File: src/rtl/txn_pkg.sv
package txn_pkg;
    typedef enum logic [1:0] {
        TX_IDLE  = 2'd0,
        TX_RUN   = 2'd1,
        TX_DRAIN = 2'd2
    } txn_state_e;

    localparam int CAUSE_W        = 3;
    localparam int CODE_W         = 8;
    localparam int CAUSE_CONFLICT = 0;
    localparam int CAUSE_CAPACITY = 1;
    localparam int CAUSE_EXPLICIT = 2;
endpackage

File: src/rtl/txn_line_match.sv
module txn_line_match #(
    parameter int N  = 4,
    parameter int AW = 16
) (
    input  logic [N-1:0][AW-1:0] lines_i,
    input  logic [N-1:0]         mask_i,
    input  logic [AW-1:0]        key_i,
    output logic [N-1:0]         hit_o
);
    for (genvar g = 0; g < N; g++) begin : g_cmp
        assign hit_o[g] = mask_i[g] && (lines_i[g] == key_i);
    end
endmodule

File: src/rtl/txn_first_set.sv
module txn_first_set #(
    parameter int N  = 4,
    localparam int IW = (N > 1) ? $clog2(N) : 1
) (
    input  logic [N-1:0]  req_i,
    output logic [IW-1:0] idx_o,
    output logic          found_o
);
    always_comb begin
        idx_o   = '0;
        found_o = 1'b0;
        for (int i = N - 1; i >= 0; i--) begin
            if (req_i[i]) begin
                idx_o   = IW'(i);
                found_o = 1'b1;
            end
        end
    end
endmodule

File: src/rtl/txn_conflict_tracker.sv
module txn_conflict_tracker
    import txn_pkg::*;
#(
    parameter int ENTRIES = 4,
    parameter int ADDR_W  = 16,
    parameter int DATA_W  = 32
) (
    input  logic                clk,
    input  logic                rst_n,
    input  logic                tx_begin,
    input  logic                tx_end,
    input  logic                tx_abort,
    input  logic [CODE_W-1:0]   tx_abort_code,
    input  logic                acc_valid,
    input  logic                acc_write,
    input  logic [ADDR_W-1:0]   acc_line,
    input  logic [DATA_W-1:0]   acc_wdata,
    output logic [DATA_W-1:0]   acc_rdata,
    output logic                acc_fwd,
    input  logic                snp_valid,
    input  logic                snp_write,
    input  logic [ADDR_W-1:0]   snp_line,
    output logic                snp_ready,
    output logic                tx_active,
    output logic                st_valid,
    output logic                st_commit,
    output logic [CAUSE_W-1:0]  st_cause,
    output logic [CODE_W-1:0]   st_code,
    output logic                drn_valid,
    output logic [ADDR_W-1:0]   drn_line,
    output logic [DATA_W-1:0]   drn_data,
    output logic                drn_done
);
    localparam int IW = (ENTRIES > 1) ? $clog2(ENTRIES) : 1;

    typedef struct packed {
        txn_state_e                      st;
        logic [ENTRIES-1:0]              rd;
        logic [ENTRIES-1:0]              wr;
        logic [ENTRIES-1:0][ADDR_W-1:0]  line;
        logic [ENTRIES-1:0][DATA_W-1:0]  data;
        logic                            stv;
        logic                            stc;
        logic [CAUSE_W-1:0]              cause;
        logic [CODE_W-1:0]               code;
        logic                            done;
    } regs_t;

    regs_t q, d;

    logic [ENTRIES-1:0] used, acc_hit, snp_hit, snp_mask;
    logic [IW-1:0]      acc_idx, free_idx, drn_idx, tgt;
    logic               acc_found, free_found, drn_found;
    logic [CAUSE_W-1:0] abort_vec;

    assign used     = q.rd | q.wr;
    assign snp_mask = snp_write ? used : q.wr;

    txn_line_match #(.N(ENTRIES), .AW(ADDR_W)) u_acc_match (
        .lines_i(q.line), .mask_i(used), .key_i(acc_line), .hit_o(acc_hit)
    );
    txn_line_match #(.N(ENTRIES), .AW(ADDR_W)) u_snp_match (
        .lines_i(q.line), .mask_i(snp_mask), .key_i(snp_line), .hit_o(snp_hit)
    );
    txn_first_set #(.N(ENTRIES)) u_acc_enc (
        .req_i(acc_hit), .idx_o(acc_idx), .found_o(acc_found)
    );
    txn_first_set #(.N(ENTRIES)) u_free_enc (
        .req_i(~used), .idx_o(free_idx), .found_o(free_found)
    );
    txn_first_set #(.N(ENTRIES)) u_drn_enc (
        .req_i(q.wr), .idx_o(drn_idx), .found_o(drn_found)
    );

    always_comb begin
        abort_vec                 = '0;
        abort_vec[CAUSE_CONFLICT] = snp_valid && (|snp_hit);
        abort_vec[CAUSE_CAPACITY] = acc_valid && !acc_found && !free_found;
        abort_vec[CAUSE_EXPLICIT] = tx_abort;
        tgt                       = acc_found ? acc_idx : free_idx;

        d       = q;
        d.stv   = 1'b0;
        d.stc   = 1'b0;
        d.cause = '0;
        d.code  = '0;
        d.done  = 1'b0;

        case (q.st)
            TX_IDLE: begin
                if (tx_begin) begin
                    d.st = TX_RUN;
                    d.rd = '0;
                    d.wr = '0;
                end
            end
            TX_RUN: begin
                if (|abort_vec) begin
                    d.st    = TX_IDLE;
                    d.stv   = 1'b1;
                    d.cause = abort_vec;
                    d.code  = tx_abort ? tx_abort_code : '0;
                end else begin
                    if (acc_valid) begin
                        d.line[tgt] = acc_line;
                        if (acc_write) begin
                            d.wr[tgt]   = 1'b1;
                            d.data[tgt] = acc_wdata;
                        end else begin
                            d.rd[tgt] = 1'b1;
                        end
                    end
                    if (tx_end) d.st = TX_DRAIN;
                end
            end
            TX_DRAIN: begin
                if (drn_found) d.wr[drn_idx] = 1'b0;
                if (d.wr == '0) begin
                    d.st   = TX_IDLE;
                    d.stv  = 1'b1;
                    d.stc  = 1'b1;
                    d.done = 1'b1;
                end
            end
            default: d.st = TX_IDLE;
        endcase
    end

    always_ff @(posedge clk or negedge rst_n) begin
        if (!rst_n) q <= '0;
        else        q <= d;
    end

    assign tx_active = (q.st == TX_RUN);
    assign snp_ready = (q.st != TX_DRAIN);
    assign acc_fwd   = tx_active && acc_valid && !acc_write && acc_found && q.wr[acc_idx];
    assign acc_rdata = acc_fwd ? q.data[acc_idx] : '0;
    assign drn_valid = (q.st == TX_DRAIN) && drn_found;
    assign drn_line  = drn_valid ? q.line[drn_idx] : '0;
    assign drn_data  = drn_valid ? q.data[drn_idx] : '0;
    assign st_valid  = q.stv;
    assign st_commit = q.stc;
    assign st_cause  = q.cause;
    assign st_code   = q.code;
    assign drn_done  = q.done;

    AST_CONFLICT_ABORTS: assert property (@(posedge clk) disable iff (!rst_n)
        (tx_active && snp_valid && (|snp_hit)) |=> (st_valid && !st_commit && st_cause[CAUSE_CONFLICT]));
    AST_EXPLICIT_CODE: assert property (@(posedge clk) disable iff (!rst_n)
        (tx_active && tx_abort) |=> (st_valid && st_cause[CAUSE_EXPLICIT] && st_code == $past(tx_abort_code)));
    AST_CAPACITY_ABORTS: assert property (@(posedge clk) disable iff (!rst_n)
        (tx_active && acc_valid && !acc_found && !free_found) |=> (st_valid && st_cause[CAUSE_CAPACITY]));
    AST_UNIQUE_LINES: assert property (@(posedge clk) disable iff (!rst_n)
        tx_active |-> $onehot0(acc_hit));
    AST_DONE_IS_COMMIT: assert property (@(posedge clk) disable iff (!rst_n)
        drn_done |-> (st_valid && st_commit && st_cause == '0));
    AST_DRAIN_NEW_LINE: assert property (@(posedge clk) disable iff (!rst_n)
        (drn_valid && $past(drn_valid)) |-> (drn_line != $past(drn_line)));
    AST_DRAIN_STALLS_SNOOP: assert property (@(posedge clk) disable iff (!rst_n)
        drn_valid |-> !snp_ready);
endmodule

File: config.mk
export PLATFORM = sky130hd
export DESIGN_NAME = txn_conflict_tracker
export DESIGN_NICKNAME = d
export VERILOG_FILES = /design/src/rtl/txn_pkg.sv /design/src/rtl/txn_line_match.sv /design/src/rtl/txn_first_set.sv /design/src/rtl/txn_conflict_tracker.sv
export SDC_FILE = /design/constraint.sdc
export NUM_CORES = 1
export LEC_CHECK = 0
export BUFFER_PORTS_ARGS = -buffer_cell sky130_fd_sc_hd__buf_2
export CAP_MARGIN = 10
export CORE_ASPECT_RATIO = 1.75
export CORE_MARGIN = 2
export CORE_UTILIZATION = 60
export CTS_BUF_LIST = sky130_fd_sc_hd__clkbuf_4 sky130_fd_sc_hd__clkbuf_8
export DETAILED_ROUTE_END_ITERATION = 8
export PLACE_DENSITY = 0.85
export SETUP_SLACK_MARGIN = 0.02
export SLEW_MARGIN = 40
export SYNTH_ARGS = -nofsm -noshare
export SYNTH_HDL_FRONTEND = slang
export SYNTH_SLANG_ARGS = --single-unit
File: constraint.sdc
create_clock -name clk -period 4.1 [get_ports clk]
set_input_delay 0.615 -clock clk [delete_from_list [all_inputs] [get_ports clk]]
set_output_delay 0.615 -clock clk [all_outputs]
set_load 0.01 [all_outputs]
==> results of run 1 <==
-- power by group through the flow --
stage	sequential, mW	clock [mW]	combinational [mW]
finish	3.61	2.07	3.78
global route	3.65	2.19	4.00
CTS	3.55	2.09	3.67
detailed placement	3.57	0	3.50
global placement	3.52	0	3.42
floorplan	3.30	0	2.55
-- final timing paths --
| check | startpoint | to | slack, ns | depth (start not counted) |
|---|---|---|---|---|
| worst min register to register | flop | flop | 0.52 | 1 |
| worst max register to register | flop | flop | 0.60 | 10 |
| max in group asynchronous | rst_n | asynchronous set/reset pin | 2.97 | 2 |
| worst max-delay path | flop | acc_rdata[16] | -0.07 | 11 |
| worst min-delay path | rst_n | asynchronous set/reset pin | 0.06 | 1 |
| min in group clk | tx_abort_code[1] | st_code[1]$_DFF_PN0_ | 0.31 | 2 |
-- metrics by stage --
step	total power [mW]	hold slack, ns	setup TNS [ns]	cells	utilization, %
6_report	9.46	0.0600	-0.201	1596	74.5
5_1_grt	9.84	0.152	-3.25	1596	74.5
4_1_cts	9.31	0.170	-0.338	1585	73.4
3_5_place_dp	7.07	0.513	-0.0346	1501	67.9
3_3_place_gp	6.93	0.498	0	1501	67.9
2_1_floorplan	5.85	0.319	0	1038	-
-- worst max-delay path, stage by stage (launching register included) --
cell and delay [ns]:
dfrtp_1 0.45, xor2_1 0.25, or4_1 0.49, or4_1 0.53, nor2_1 0.18, a21o_1 0.16, o21ai_2 0.06, o21a_4 0.15
buf_12 0.16, buf_12 0.14, nor3_1 0.25, buf_2 0.18
-- timing repair --
action / in CTS / in global routing
pin swaps: 10 / 4
endpoints found under the setup margin: 33 / 33
setup buffers: 22 / 5
hold buffers: 0 / 0
gates cloned: 3 / 5
gates resized for setup: 33 / 26
-- cell usage after synthesis (all sizes together), types with 14 or more instances --
master / number / area share (%)
mux4: 48 / 8.1
nand4: 14 / 0.66
mux2: 225 / 22
nor2: 28 / 1.0
xnor2: 28 / 1.8
nor4: 26 / 1.2
mux2i: 65 / 4.9
buf: 52 / 2.8
xor2: 100 / 6.6
clkbuf: 31 / 0.87
and2: 51 / 2.4
nor3: 44 / 2.0
dfrtp: 215 / 40
-- logic make-up after synthesis --
family,Yosys count,share of synthesized area (%)
adder cells (fa/ha/maj),5,0.451
multiplexers,338,34.6
AO/OA/AOI/OAI,45,2.37
XOR/XNOR,128,8.42
AND/OR/NAND/NOR,215,9.86
flip-flops,215,40.4
buffers and inverters,92,3.95
-- per-layer routing --
layer  routed length, um  up-vias  GRT usage, %  share of wire [%]
met1               13800     5084          37.0                 33
met5                  11        -             0              0.026
met3                2330      194          5.86                5.5
li1                    -     4240             -                  -
met2               22300      543          62.0                 53
met4                3610        2          26.3                8.6
-- final cells by class --
| class | count | area, um^2 |
|---|---|---|
| antenna | 2 | 5.00 |
| sequential | 215 | 5390 |
| fill | 1427 | 5600 |
| clock buffer | 50 | 632 |
| timing repair buffer | 284 | 2120 |
| tap | 296 | 370 |
| multi-input combinational | 731 | 7700 |
| inverter | 9 | 33.8 |
| clock inverter | 9 | 131 |
==> results.md, run 1 <==
* 1st-iter DRT viols at 690
* RePlAce Congestion at 1.03
* Final WS setup at -0.0741 ns
* Unrepaired setup endpoints after global routing: yes
* Commonest non-fill, non-tap cell in the layout: dfrtp_1
* Peak VDD IR at 0.463 mV
* # DRC at 0
* Rel. slew slack at 47.6%
* EDFF count, synth at 0
* Share of post-route cells with drive strength above 1 at 51.7%
* Crit path capture type: primary output
* Global Route Usage Sum at 35.4%
* Final hold vios at 0
* Row cnt at 72
* Clock Skews at 0.0186 ns
* Mean Syn Cell Area at 12.8 um^2
* Die Wd at 117 um
* IO Count at 179
* Pre-CTS setup slack at -0.0219 ns
* Switching portion of total power at 36.6%
* Pwr dens at 578 nW/um^2
* Fmax at 240 MHz
* Clock transition at path regs at 0.06 ns
* Most frequent cells in the layout: dfrtp_1 (211), buf_2 (176), mux2_2 (127)
* First-pass GRT wire length at 61.6 mm
* Period utilisation layout at 102%
* Routed Antenna Nets at 0
* Vias in the first global route at 10800
* Die Span Y at 201 um
* Vias/cell at 6.31
* DP Wirelength at 28.0 mm
* # clock sinks at 215
* H-tree depth at 2
* P_int at 6.00 mW
* Clock Power Share at 21.9%
* GR Overflow Total at 0
* Status: finished with violations
* Core area at 22000 um^2
* Failing checks: setup timing
* Critical path peak fanout at 7
* Routed length per instance at 26.4 um
* Post-synthesis cell area at 13300 um^2
* CTS buffer count at 34
* Area growth syn-to-layout at 23.0%
* Sequential area share after synthesis at 40.4%
* Worst-Skew Late Latency at 0.56 ns
* Asr flop ratio synth at 100%
* Req. time, crit path at 3.48 ns
* Ys Warns at 0
* Final Max Slew Viols at 0
* Worst Max-Slew Pin Slew at 0.779 ns
* Leak at 7.39 nW
* Final instance area at 16400 um^2
* Synth cell types at 59
* Psw at 3.47 mW
* Area after DPL at 14900 um^2
* Sequential Power Share at 38.1%
* Synth Register Bits at 215
* Root buffer cell: clkbuf_8
* Total Wirelength at 42.1 mm
* Final Net Count at 1360
* Die area at 23500 um^2
* Hold WC Path Type: input port to asynchronous set/reset pin
* PortBufs at 178
* Initial antenna violation count at 3
* Critical Path AT at 3.56 ns
* Synth Flop Type: dfrtp_1
* Clock buffer depth at 3
* Combinational share of power at 40.0%
* Largest net degree at the start of global routing at 99
* Minimum clock period at 4.17 ns
* Vias at 10100
* Post-Syn Instances at 1038
* Final setup fails at 7
* Initial Util at 60.6%
* Synthesized Nets at 1123
* CTS tree: yes
* Drt pass-1 iters at 5
* Critical path launch point type: flop
* Max-cap violation count at 0
* WS Path Type: flop to primary output
(Power assumes the default switching activity.)
==> run 2, diff against run 1 <==
- clock period: 4.1 -> 4.17 ns (I/O delays scaled with it)
==> run 2 against run 1 <==
The run ends with hold timing left. Wire length down 4.2%. Sequential cell count unchanged. Power down 3.8%. First-iteration DRC count down 2.5%. Worst hold slack worse by 0.070 ns. Via count down 3.1%. Clock power down 4%. Critical endpoint is now acc_rdata[17]. Largest cell class unchanged.
==> results.md, run 2 (synthesis gave the netlist of run 1 again) <==
* Clock Power Share at 21.8%
* Largest net degree at the start of global routing at 114
* Most frequent cells in the layout: dfrtp_1 (208), buf_2 (177), mux2_2 (130)
* IO Count at 179
* Area growth syn-to-layout at 20.6%
* Period utilisation layout at 99.3%
* CP max stage cell: or4_4
* 1st-iter DRT viols at 673
* CTS tree: yes
* Final setup fails at 0
* Clock transition at path regs at 0.07 ns
* Sequential Power Share at 39.1%
* CTS buffer count at 34
* Final Max Slew Viols at 0
* Initial Util at 60.6%
* Critical path peak fanout at 7
* R2r worst-path depth at 11
* Vias at 9749
* Clock Skews at 0.0232 ns
* Pwr dens at 567 nW/um^2
* Routed length per instance at 25.6 um
* Max-cap violation count at 0
* Fmax at 241 MHz
* H-tree depth at 2
* Failing checks: hold timing
* Routed Antenna Nets at 0
* P_int at 5.77 mW
* Req. time, crit path at 3.54 ns
* Die area at 23500 um^2
* RePlAce Congestion at 1.04
* Combinational share of power at 39.1%
* R2R setup slack at 0.67 ns
* Minimum clock period at 4.14 ns
* Share of post-route cells with drive strength above 1 at 50.5%
* Initial antenna violation count at 3
* Filler instances at 1468
* Hold slack at -0.0103 ns
* Die Span Y at 201 um
* DP Wirelength at 27.9 mm
* Vias/cell at 6.20
* Hold WC Path Type: input port to asynchronous set/reset pin
* Register Area at 5390 um^2
* Critical path launch point type: flop
* Area of the multi-input gates at 7630 um^2
* Crit path cell chain: xor2_1, or4_4, or4_4, nor3_4, a21o_1, o21ai_0, o21a_2, buf_12, buf_12, nor3_1, buf_2
* Final WS setup at 0.0282 ns
* Row cnt at 72
* Crit path capture type: primary output
* Total Wirelength at 40.3 mm
* Vias in the first global route at 10500
* Worst Max-Slew Pin Slew at 0.675 ns
* Hold_buf cts at 0
* Final hold vios at 2
* Pre-CTS setup slack at -0.0318 ns
* Commonest non-fill, non-tap cell in the layout: dfrtp_1
* WS Path Type: flop to primary output
* Core area at 22000 um^2
* Peak VDD IR at 0.375 mV
* Critical Path AT at 3.52 ns
* Final Net Count at 1335
* Psw at 3.33 mW
* Root buffer cell: clkbuf_8
* # DRC at 0
* Worst-Skew Late Latency at 0.56 ns
* First-pass GRT wire length at 59.8 mm
* Leak at 7.24 nW
* PortBufs at 178
* Switching portion of total power at 36.6%
* Rel. slew slack at 54.6%
* Status: finished with violations
* Drt pass-1 iters at 7
* Clock buffer depth at 3
* Die Wd at 117 um
* Global Route Usage Sum at 34.4%
* GR Overflow Total at 0
* Total chip power at 9.10 mW
* # clock sinks at 215
* Unrepaired setup endpoints after global routing: yes
* Worst path max stage delay at 0.55 ns
-- run 2: power by group through the flow --
stage	Sequential, mW	Clock, mW	Combinational, mW
finish	3.55	1.99	3.56
global route	3.61	2.10	3.77
CTS	3.50	2.01	3.46
detailed placement	3.53	0	3.36
global placement	3.48	0	3.30
floorplan	3.25	0	2.51
-- run 2: critical path: cells and delay by family (launching register included) --
family          cells  cell delay, ns
simple gates        4            1.51
xor+xnor            1            0.20
buf+inv             3            0.48
flops               1            0.44
compound gates      3            0.36
-- run 2: timing repair --
item                                    in CTS  in global routing
setup buffers                                9                 10
pin swaps                                    6                  1
endpoints found under the setup margin      33                 33
gates resized for setup                     18                 20
cloned                                       3                  2
-- run 2: stage by stage --
stage / instance area [um^2] / cells / util (%) / hold slack, ns / setup TNS, ns
CTS: 15800 / 1559 / 72.0 / 0.0516 / 0
global placement: 14800 / 1486 / 67.4 / 0.493 / 0
floorplan: 13300 / 1038 / - / 0.330 / 0
detailed placement: 14800 / 1486 / 67.4 / 0.515 / -0.0336
finish: 16100 / 1573 / 73.1 / -0.0103 / 0
global route: 16100 / 1573 / 73.1 / 0.0829 / -1.04
-- run 2: final cells by class --
class | instances | area share (%)
well taps | 296 | 2.31
flip-flops and latches | 215 | 33.6
inverters | 9 | 0.210
multi-input cells | 731 | 47.5
clock inverters | 8 | 0.460
clock buffers | 53 | 4.23
diodes | 2 | 0.0312
repair buffers | 259 | 11.7
-- run 2: how the worst max path moves through the flow --
| stage | startpoint | end | slack (ns) | depth (start not counted) |
|---|---|---|---|---|
| finish | flop | acc_rdata[17] | 0.03 | 11 |
| global placement | acc_line[4] | acc_rdata[27] | 0.06 | 12 |
| floorplan | acc_line[4] | acc_rdata[11] | 0.09 | 9 |
| detailed placement | acc_line[4] | acc_rdata[26] | -0.03 | 12 |
| global route | flop | acc_rdata[17] | -0.08 | 11 |
| CTS | flop | acc_rdata[26] | 0.02 | 11 |
-- run 2: layer usage --
layer	up-vias	part of all wire, %	track usage (%)
met5	-	0.025	0
met4	2	7.8	25.2
met3	158	4.7	6.01
met2	442	54	60.4
met1	4966	34	35.7
li1	4181	-	-
